`src/rtl/bbic_table.sv`:
```
// Small fully associative table of (start address, expected checksum) pairs.
module bbic_table #(
  parameter int unsigned ENTRIES = 8,
  parameter int unsigned ADDR_W  = 32,
  parameter int unsigned WORD_W  = 32,
  parameter int unsigned IDX_W   = 3
) (
  input  logic              clk,
  input  logic              rst,
  input  logic              wr_en,
  input  logic [IDX_W-1:0]  wr_idx,
  input  logic [ADDR_W-1:0] wr_addr,
  input  logic [WORD_W-1:0] wr_hash,
  input  logic [ADDR_W-1:0] look_key,
  output logic              look_found,
  output logic [WORD_W-1:0] look_hash
);

  logic [ENTRIES-1:0] valid_q;
  logic [ENTRIES-1:0] match;
  logic [ADDR_W-1:0]  addr_q [ENTRIES];
  logic [WORD_W-1:0]  hash_q [ENTRIES];

  for (genvar e = 0; e < ENTRIES; e++) begin : g_entry
    logic sel;
    assign sel = wr_en && (32'(wr_idx) == e);

    always_ff @(posedge clk) begin
      if (rst) valid_q[e] <= 1'b0;
      else if (sel) valid_q[e] <= 1'b1;
    end

    always_ff @(posedge clk) begin
      if (sel) begin
        addr_q[e] <= wr_addr;
        hash_q[e] <= wr_hash;
      end
    end

    assign match[e] = valid_q[e] && (addr_q[e] == look_key);
  end

  // lowest matching index wins: scan downward so it is assigned last
  always_comb begin
    look_found = 1'b0;
    look_hash  = '0;
    for (int i = ENTRIES - 1; i >= 0; i--) begin
      if (match[i]) begin
        look_found = 1'b1;
        look_hash  = hash_q[i];
      end
    end
  end

endmodule

```
`config.mk`:
```
export PLATFORM = sky130hd
export DESIGN_NAME = bbic_table
export DESIGN_NICKNAME = d
export VERILOG_FILES = /design/src/rtl/bbic_table.sv
export SDC_FILE = /design/constraint.sdc
export NUM_CORES = 1
export LEC_CHECK = 0
export BUFFER_PORTS_ARGS = -buffer_cell sky130_fd_sc_hd__buf_2
export CELL_PAD_IN_SITES_DETAIL_PLACEMENT = 1
export CELL_PAD_IN_SITES_GLOBAL_PLACEMENT = 1
export CORE_MARGIN = 3
export CORE_UTILIZATION = 55
export CTS_CLUSTER_DIAMETER = 50
export DETAILED_ROUTE_END_ITERATION = 7
export PLACE_DENSITY_LB_ADDON = 0.1
export SYNTH_ARGS = -nofsm -noshare
export SYNTH_HDL_FRONTEND = slang
export SYNTH_SLANG_ARGS = --single-unit
```
`constraint.sdc`:
```
create_clock -name clk -period 14.1 [get_ports clk]
set_input_delay 2.115 -clock clk [delete_from_list [all_inputs] [get_ports clk]]
set_output_delay 2.115 -clock clk [all_outputs]
set_load 0.005 [all_outputs]
```
==> flow_summary_export.csv <==
group,metric,value,unit
placed_design,port-buffer-count,134,
worst_setup_path,start_kind,"input pin",
logic_synthesis,muxShareOfSynthArea,0,%
clocking,holdBufCountCts,0,
finish,nFillCells,3511,
timing,fin_ws,5950,ps
logic_synthesis,synth-xor-area-share,10.4,%
worst_setup_path,critPathArrivalTime,6030,ps
power_and_ir_drop,vdd_drop_max,0.110,mV
detailed_routing,finalWirelength,62.4,mm
timing,max_slew_margin,17.8,%
timing,max_slew.worst_pin.slew,1230,ps
timing,min_period,8150,ps
global_route,grt_pass1_wl,92.1,mm
global_route,grt_max_degree,69,
global_route,antenna_found_initial,4,
logic_synthesis,ys.flop_type,"edfxtp_1",
worst_setup_path,crit_buf_inv,2,
clocking,clkLatencyLatePin,580,ps
floorplanning,start_util,56.5,%
logic_synthesis,synth.distinct_cells,36,
timing,fmax,0.123,GHz
timing,maxSlewViolCount,0,
worst_setup_path,r2r-end,"valid_q[7]$_SDFFE_PP0P_",
logic_synthesis,yosysTopAreaCellShare,71.3,%
finish,syn_to_final_growth,12.5,%
worst_setup_path,cp-end-kind,"output pin",
floorplanning,top_level_ports,135,
worst_setup_path,reg2reg_depth,2,
finish,final_core_util,63.5,%
finish,final_common_cell,"edfxtp_1",
logic_synthesis,yosysWarnings,0,
worst_setup_path,crit_chain,"buf_2 > xnor2_1 > nand4_1 > nor4_1 > nand2_1 > o21ai_0 > o221ai_1 > a31oi_1 > o32a_1 > buf_2",
worst_setup_path,critical_path_peak_fanout,30,
clocking,clockBufferDepth,3,
floorplanning,die_w,204,um
detailed_routing,num_vias,13200,
logic_synthesis,synth.net_count,1557,
finish,final_area,0.0243,mm^2
detailed_routing,drcViolationCount,0,
logic_synthesis,synth_compound_area_share,5.85,%
logic_synthesis,synthSimpleGateAreaFrac,8.18,%
clocking,clkTransAtPathRegs,60,ps
timing,fin_setup_tns,0,ps
timing,skew,0,ps
logic_synthesis,synthAdderAreaFrac,0,%
worst_setup_path,cp.required,11980,ps
logic_synthesis,postSynthAreaPerCell,14.8,um^2
worst_setup_path,rrSetupSlack,13430,ps
logic_synthesis,syn-instance-count,1455,
detailed_routing,detail-route-antenna-nets,0,
detailed_routing,drt_iter0_drc,1480,
worst_setup_path,r2r-start,"valid_q[7]$_SDFFE_PP0P_",
clocking,h-tree-depth,2,
detailed_routing,met2WireLength,29.4,mm
power_and_ir_drop,power_leakage,8.26,nW
timing,hold_slack,478,ps
logic_synthesis,synth_area_leader_cell,"edfxtp_1",
global_route,track_usage,30.3,%
min_path,hold-path-cell-count,2,
timing,setup_viol,0,
detailed_routing,route.met3.wl,6.54,mm
logic_synthesis,syn_area,0.0216,mm^2
finish,finalNetCount,1668,
logic_synthesis,yosysSeqAreaShare,72.0,%
clocking,ctsResizeCount,0,
clocking,cts.sinks,520,
detailed_routing,vias_per_cell,6.26,
power_and_ir_drop,fin_total_pwr,3.29,mW
detailed_routing,first_pass_iters,5,
logic_synthesis,synth_area_leaders,"edfxtp_1 (71%), xor2_1 (6.5%), xnor2_1 (3.9%)",
finish,drive_gt1_share,15.3,%
logic_synthesis,synth_top_family_by_area,"XOR/XNOR gates",
detailed_routing,drt-wirelength-per-cell,29.5,um
finish,layout_common_cells,"edfxtp_1 (512), xor2_1 (159), buf_2 (134)",
timing,hold_viol,0,
detailed_routing,highest_layer,"met5",
min_path,hold_class,"reg2reg",
finish,final_cell_count_no_fill,2116,
timing,rsz0062_at_grt,"false",
floorplanning,fp.dieH,204,um
worst_setup_path,critPathKind,"in2out",
placed_design,dp_cells,2022,
power_and_ir_drop,power_per_cell_area,136,mW/mm^2
min_path,holdPathEnd,"valid_q[6]$_SDFFE_PP0P_",
clocking,clock-root-buffer,"clkbuf_16",
job,max-cap-violations,0,
worst_setup_path,cp-startpoint,"look_key[25]",
floorplanning,die_area,0.0416,mm^2
worst_setup_path,crit_top_cell,"buf_2",
clocking,tritoncts,"done",
logic_synthesis,ys_async_sr_fraction,0,%
clocking,cts_made_buffers,53,
timing,finalCritPeriodShare,57.8,%
placed_design,dp_slack,5990,ps
detailed_routing,wl_met1,25.1,mm
floorplanning,rows,71,
worst_setup_path,cpPeakStageDelay,980,ps
logic_synthesis,synth_edf_count,512,
floorplanning,core_region_area,0.0382,mm^2
placed_design,placed_area,0.0226,mm^2
min_path,hp-start,"valid_q[6]$_SDFFE_PP0P_",
global_route,grt_overflow,0,
clocking,postCtsSetupBuffers,0,
placed_design,gp_congestion,0.828,
global_route,grt_pass1_vias,14200,
placed_design,hpwl,37.2,mm
worst_setup_path,crit_family,"simple AND/OR/NAND/NOR gates",
worst_setup_path,crit_slowest_cell,"nand2_1",
outcome,status,"completed",
logic_synthesis,synth_seq_cells,520,
-- state kept, by name, summed over array words and instances (netlist names) --
signal   flops
addr_q     256
hash_q     256
valid_q      8
-- report_power, final --
| part | total, mW | switching (mW) | internal, mW |
|---|---|---|---|
| sequential | 1.77 | 0.0172 | 1.75 |
| clock | 1.36 | 0.582 | 0.774 |
| combinational | 0.166 | 0.121 | 0.0452 |
-- worst register-to-register path, cell delays in order, from the launching register on --
cell	delay [ps]
dfxtp_1	320
nor2_1	130
nor2_1	80
-- metal layers --
| metal | global-route usage [%] | up-vias |
|---|---|---|
| li1 | - | 5646 |
| met1 | 43.0 | 6809 |
| met2 | 48.0 | 672 |
| met3 | 6.86 | 109 |
| met4 | 8.01 | 4 |
| met5 | 0 | - |
-- cells in the mapped netlist (35+ instances only) --
cell and number:
xor2_1 159, nor3_1 43, nand2_1 38, nor2_1 83, inv_1 66, and3_1 35
clkbuf_1 49, nand4_1 58, nand3_1 39, o21ai_0 38, nor4_1 36, edfxtp_1 512
xnor2_1 96
-- kinds of logic (layout without fill, tap and decap cells) --
group,after synthesis,in the layout
XOR/XNOR,255,255
flip-flops,520,520
buffers and inverters,167,316
other,0,1
AO/OA/AOI/OAI,170,170
AND/OR/NAND/NOR,343,343
-- area by class of cell --
| type | instances | area [um^2] | share of cell area (%) |
|---|---|---|---|
| repair buffers | 156 | 836 | 3.44 |
| diodes | 1 | 2.50 | 0.0103 |
| flip-flops and latches | 520 | 15500 | 64.0 |
| well taps | 511 | 639 | 2.63 |
| clock buffers | 67 | 1410 | 5.80 |
| inverters | 67 | 251 | 1.04 |
| clock inverters | 26 | 223 | 0.918 |
| multi-input cells | 768 | 5380 | 22.2 |
-- how the worst max path moves through the flow --
stage	endpoint	depth (start not counted)
6_report	look_hash[27]	10
5_1_grt	look_hash[26]	10
4_1_cts	look_hash[27]	10
3_5_place_dp	look_hash[27]	10
3_3_place_gp	look_hash[26]	10
2_1_floorplan	addr_q[0][0]$_DFFE_PP_	2
(Power assumes the default switching activity.)
